<file path="src/rtl/mhf_pkg.sv">
package mhf_pkg;

    localparam int          CRC_W         = 32;
    localparam logic [31:0] CRC_POLY_REFL = 32'hEDB8_8320;

    // Summary of the address seen so far, presented on the byte that ends it
    typedef struct packed {
        logic             done;   // this byte completes the address
        logic             group;  // bit 0 of the first address byte
        logic [CRC_W-1:0] crc;    // CRC register including this byte
    } addr_sum_t;

    // Fold one byte into a reflected CRC-32, least-significant bit first
    function automatic logic [CRC_W-1:0] crc_fold_byte(input logic [CRC_W-1:0] c,
                                                       input logic [7:0]       d);
        logic [CRC_W-1:0] r;
        r = c;
        for (int i = 0; i < 8; i++) begin
            if (r[0] ^ d[i])
                r = (r >> 1) ^ CRC_POLY_REFL;
            else
                r = r >> 1;
        end
        return r;
    endfunction

    function automatic logic [CRC_W-1:0] flip_bits(input logic [CRC_W-1:0] v);
        logic [CRC_W-1:0] r;
        for (int i = 0; i < CRC_W; i++)
            r[i] = v[CRC_W-1-i];
        return r;
    endfunction

endpackage

</file>
<file path="src/rtl/mhf_crc_track.sv">
module mhf_crc_track
    import mhf_pkg::*;
#(
    parameter int ADDR_BYTES = 6
) (
    input  logic      clk,
    input  logic      rst,
    input  logic      addr_valid,
    input  logic [7:0] addr_byte,
    input  logic      addr_first,
    output addr_sum_t sum
);
    localparam int CNT_W = $clog2(ADDR_BYTES + 1);

    logic [CRC_W-1:0] crc_q;
    logic [CNT_W-1:0] cnt_q;
    logic             busy_q;
    logic             grp_q;

    logic [CRC_W-1:0] crc_base;
    logic [CNT_W-1:0] cnt_base;
    logic             grp_cur;
    logic             take;

    always_comb begin
        crc_base  = addr_first ? {CRC_W{1'b1}} : crc_q;
        cnt_base  = addr_first ? '0 : cnt_q;
        grp_cur   = addr_first ? addr_byte[0] : grp_q;
        take      = addr_valid && (addr_first || busy_q);
        sum.crc   = crc_fold_byte(crc_base, addr_byte);
        sum.group = grp_cur;
        sum.done  = take && (cnt_base == CNT_W'(ADDR_BYTES - 1));
    end

    always_ff @(posedge clk) begin
        if (rst) begin
            crc_q  <= {CRC_W{1'b1}};
            cnt_q  <= '0;
            busy_q <= 1'b0;
            grp_q  <= 1'b0;
        end else if (take) begin
            crc_q  <= sum.crc;
            cnt_q  <= cnt_base + CNT_W'(1);
            grp_q  <= grp_cur;
            busy_q <= !sum.done;
        end
    end

endmodule

</file>
<file path="src/rtl/mhf_hash_table.sv">
module mhf_hash_table #(
    parameter int NUM_REGS = 8,
    parameter int REG_W    = 32
) (
    input  logic                                 clk,
    input  logic                                 rst,
    input  logic                                 wr_en,
    input  logic                                 wr_set,
    input  logic [$clog2(NUM_REGS*REG_W)-1:0]    wr_entry,
    input  logic [$clog2(NUM_REGS)-1:0]          rd_sel,
    output logic [REG_W-1:0]                     rd_word,
    output logic [NUM_REGS*REG_W-1:0]            flat
);
    localparam int ENTRIES = NUM_REGS * REG_W;
    localparam int IDX_W   = $clog2(ENTRIES);
    localparam int BIT_W   = $clog2(REG_W);
    localparam int SEL_W   = $clog2(NUM_REGS);

    logic [SEL_W-1:0] wr_word;
    logic [BIT_W-1:0] wr_pos;

    // Entries are numbered from the top bit of each word downwards
    assign wr_word = wr_entry[IDX_W-1:BIT_W];
    assign wr_pos  = ~wr_entry[BIT_W-1:0];

    for (genvar g = 0; g < NUM_REGS; g++) begin : g_word
        logic [REG_W-1:0] word_q;
        always_ff @(posedge clk) begin
            if (rst)
                word_q <= '0;
            else if (wr_en && (wr_word == SEL_W'(g)))
                word_q[wr_pos] <= wr_set;
        end
        assign flat[g*REG_W +: REG_W] = word_q;
    end

    assign rd_word = flat[rd_sel*REG_W +: REG_W];

endmodule

</file>
<file path="src/rtl/mhf_decide.sv">
module mhf_decide
    import mhf_pkg::*;
#(
    parameter int NUM_REGS = 8,
    parameter int REG_W    = 32
) (
    input  logic                                 clk,
    input  logic                                 rst,
    input  addr_sum_t                            sum,
    input  logic                                 promisc_en,
    input  logic [NUM_REGS*REG_W-1:0]            tbl_flat,
    output logic                                 result_valid,
    output logic                                 accept,
    output logic [$clog2(NUM_REGS*REG_W)-1:0]    hash_index
);
    localparam int IDX_W = $clog2(NUM_REGS * REG_W);
    localparam int BIT_W = $clog2(REG_W);

    logic [CRC_W-1:0] crc_rev;
    logic [IDX_W-1:0] idx;
    logic [IDX_W-1:0] flat_pos;
    logic             hit;

    always_comb begin
        crc_rev  = flip_bits(sum.crc);
        idx      = crc_rev[CRC_W-1 -: IDX_W];
        flat_pos = {idx[IDX_W-1:BIT_W], ~idx[BIT_W-1:0]};
        hit      = tbl_flat[flat_pos];
    end

    always_ff @(posedge clk) begin
        if (rst) begin
            result_valid <= 1'b0;
            accept       <= 1'b0;
            hash_index   <= '0;
        end else begin
            result_valid <= sum.done;
            accept       <= sum.done && (promisc_en || (sum.group && hit));
            if (sum.done)
                hash_index <= idx;
        end
    end

endmodule

</file>
<file path="src/rtl/mhf_hash_filter.sv">
module mhf_hash_filter
    import mhf_pkg::*;
#(
    parameter int ADDR_BYTES = 6,
    parameter int NUM_REGS   = 8,
    parameter int REG_W      = 32,
    localparam int IDX_W     = $clog2(NUM_REGS * REG_W),
    localparam int SEL_W     = $clog2(NUM_REGS)
) (
    input  logic             clk,
    input  logic             rst,
    input  logic             addr_valid,
    input  logic [7:0]       addr_byte,
    input  logic             addr_first,
    input  logic             promisc_en,
    input  logic             tbl_wr_en,
    input  logic             tbl_wr_set,
    input  logic [IDX_W-1:0] tbl_wr_entry,
    input  logic [SEL_W-1:0] tbl_rd_sel,
    output logic [REG_W-1:0] tbl_rd_word,
    output logic             result_valid,
    output logic             accept,
    output logic [IDX_W-1:0] hash_index
);
    addr_sum_t                  sum;
    logic [NUM_REGS*REG_W-1:0]  tbl_flat;

    mhf_crc_track #(.ADDR_BYTES(ADDR_BYTES)) u_track (
        .clk        (clk),
        .rst        (rst),
        .addr_valid (addr_valid),
        .addr_byte  (addr_byte),
        .addr_first (addr_first),
        .sum        (sum)
    );

    mhf_hash_table #(.NUM_REGS(NUM_REGS), .REG_W(REG_W)) u_table (
        .clk      (clk),
        .rst      (rst),
        .wr_en    (tbl_wr_en),
        .wr_set   (tbl_wr_set),
        .wr_entry (tbl_wr_entry),
        .rd_sel   (tbl_rd_sel),
        .rd_word  (tbl_rd_word),
        .flat     (tbl_flat)
    );

    mhf_decide #(.NUM_REGS(NUM_REGS), .REG_W(REG_W)) u_decide (
        .clk          (clk),
        .rst          (rst),
        .sum          (sum),
        .promisc_en   (promisc_en),
        .tbl_flat     (tbl_flat),
        .result_valid (result_valid),
        .accept       (accept),
        .hash_index   (hash_index)
    );

endmodule

</file>
<file path="config.mk">
export PLATFORM = sky130hd
export DESIGN_NAME = mhf_hash_filter
export DESIGN_NICKNAME = d
export VERILOG_FILES = /design/src/rtl/mhf_pkg.sv /design/src/rtl/mhf_crc_track.sv /design/src/rtl/mhf_hash_table.sv /design/src/rtl/mhf_decide.sv /design/src/rtl/mhf_hash_filter.sv
export SDC_FILE = /design/constraint.sdc
export NUM_CORES = 1
export LEC_CHECK = 0
export BUFFER_PORTS_ARGS = -buffer_cell sky130_fd_sc_hd__buf_2
export CAP_MARGIN = 20
export CORE_MARGIN = 1
export CORE_UTILIZATION = 52
export CTS_CLUSTER_DIAMETER = 200
export DETAILED_ROUTE_END_ITERATION = 12
export PLACE_DENSITY = 0.69
export SLEW_MARGIN = 40
export SYNTH_ARGS = -nofsm -noshare
export SYNTH_HDL_FRONTEND = slang
export SYNTH_HIERARCHICAL = 1
export SYNTH_SLANG_ARGS = --single-unit
</file>
<file path="constraint.sdc">
create_clock -name clk -period 3.9 [get_ports clk]
set_input_delay 0.78 -clock clk [delete_from_list [all_inputs] [get_ports clk]]
set_output_delay 0.78 -clock clk [all_outputs]
set_load 0.02 [all_outputs]
</file>
==> flow_summary.ini <==
[die]
die_y_um = 190
die_x_um = 190
initial_utilization_pct = 53.0
dieArea_mm2 = 0.0361
std_cell_rows = 68
core_mm2 = 0.0347
io_pins = 68

[clocking]
clock_latency_ps = 540
ctsHoldBuffers = 0
cts_resized = 0
cts_max_path_buffers = 3
clock-sinks = 303
numCtsBuffers = 36
cts_tree = yes
postCtsSetupBuffers = 0
cts_max_level = 2
path_clk_slew_ps = 60
root_buffer = clkbuf_16

[placement]
dp.cells = 2224
io_buffers = 67
gp_congestion = 0.926
pre_cts_ws_ps = 33.5
dpl.hpwl_um = 33600

[timing]
final-hold-violation-count = 0
period_minus_slack_ps = 3530
final_critical_path_setup_slack_ps = 375
rsz0062_at_grt = false
final_max_slew_viol_count = 0
period_share_pct = 90.4
fin_skew_ps = 22.2
max_slew_margin_pct = 41.6
fmax_mhz = 284
tightest_slew_ps = 876
finalSetupViolCount = 0
tns_ps = 0

[global_routing]
grt_pass1_wl_um = 84400
antenna_found_initial = 0
grt_max_degree = 174
grt_pass1_vias = 14400
grt_usage_pct = 29.7
grt_remaining_overflow = 0

[power_and_ir_drop]
internal_power_w = 0.00589
clkPwrFrac_pct = 39.2
p_seq_share_pct = 37.7
swShare_pct = 30.2
pwr-share-comb_pct = 23.0
p_switching_w = 0.00255
p_leak_nw = 8.72
ir_worst_vdd_mv = 0.286
p_per_area_mw_per_mm2 = 417
power_w = 0.00844

[drt]
wl_per_cell_um = 23.3
drt.antenna.violating_nets = 0
drcViolationCount = 0
viasPerCell = 6.36
drtIter0Drc = 1521
first_pass_iters = 5
routed_wl_um = 53400
via_count = 14600

[logic_synthesis]
ys_warn_count = 6
synth_cells = 1843
synth_fp_nets = 1871
syn_area_mm2 = 0.0184
syn_avg_cell_area_um2 = 9.98

[hold_path]
hp-class = reg -> reg

[critical_path]
cp-end-kind = register
cp.arrival_ps = 3930
reg2reg_slack_ps = 370
start_kind = register
critical_path.max_fanout = 19
worstPathRequired_ps = 4300
critPathKind = reg -> reg

[finish]
fin_cells = 2287
num_antenna_cells = 0
syn2layout_area_growth_pct = 9.95
nets = 1836
drive_gt1_share_pct = 20.2

[job]
cap_viol_max_count = 0

[run_status]
status = finished, final reports clean
## through the flow
step / utilization [%] / hold WS [ps] / area, um2
3_5_place_dp: 54.9 / 463 / 19100
2_1_floorplan: - / 441 / 18400
3_3_place_gp: 54.9 / 454 / 19100
6_report: 58.3 / 473 / 20200
5_1_grt: 58.3 / 489 / 20200
4_1_cts: 58.2 / 475 / 20200
## final cells by class
cell class / instances / area (um2)
Clock buffer: 46 / 1000
Clock inverter: 16 / 144
Fill cell: 2980 / 14500
Inverter: 8 / 30.0
Multi-Input combinational cell: 1325 / 11400
Sequential cell: 303 / 6070
Tap cell: 455 / 569
Timing Repair Buffer: 134 / 980
## cells in the final DEF (no fill, tap or decap), drive strengths merged, types with 35 or more instances in the layout
cell type and instances:
dfxtp 303, nand3 274, nand2b 258, nor2 48, clkbuf 46, buf 134
nand2 43, mux2 35, mux2i 307, mux4 108, xnor2 62
## registers in the layout (all words and copies together), names as in the netlist
name                   flops
u_decide/accept            1
u_decide/hash_index        8
u_decide/result_valid      1
u_table/g_word.word_q    256
u_track/busy_q             1
u_track/cnt_q              3
u_track/crc_q             32
u_track/grp_q              1
## routing by layer
metal / global-route usage, % / part of all wire [%] / vias up
met2: 45.9 / 46 / 607
li1: - / - / 6512
met1: 42.0 / 44 / 7329
met3: 4.74 / 7.4 / 102
met5: 0 / 0 / -
met4: 10.6 / 2.9 / 0
## final timing paths
check / cells past startpoint / end / startpoint
setup / recovery: 13 / u_decide/accept$_SDFF_PP0_ / u_track/crc_q[0]$_SDFFE_PP1P_
hold / removal: 2 / u_track/crc_q[30]$_SDFFE_PP1P_ / u_track/crc_q[30]$_SDFFE_PP1P_
setup reg to reg: 13 / u_decide/accept$_SDFF_PP0_ / u_track/crc_q[0]$_SDFFE_PP1P_
hold reg to reg: 2 / u_track/crc_q[30]$_SDFFE_PP1P_ / u_track/crc_q[30]$_SDFFE_PP1P_
## power groups by stage
stage,Sequential [W],Combinational [W],Clock [W]
2_1_floorplan,0.00323,0.00142,0
3_3_place_gp,0.00325,0.00188,0
3_5_place_dp,0.00325,0.00191,0
4_1_cts,0.00318,0.00192,0.00335
5_1_grt,0.00319,0.00206,0.00349
6_report,0.00318,0.00194,0.00331
## critical path: stages (launching register included)
cell and delay, ps:
dfxtp_1 480, xnor2_1 140, o21a_1 210, or2_1 290, xnor2_2 180, xnor2_2 240
buf_12 240, buf_4 280, mux4_2 550, mux2i_1 200, a2111o_1 180, o2111ai_1 130
o2111ai_1 130, o2111ai_1 130
Power figures use the tool's default switching activity.
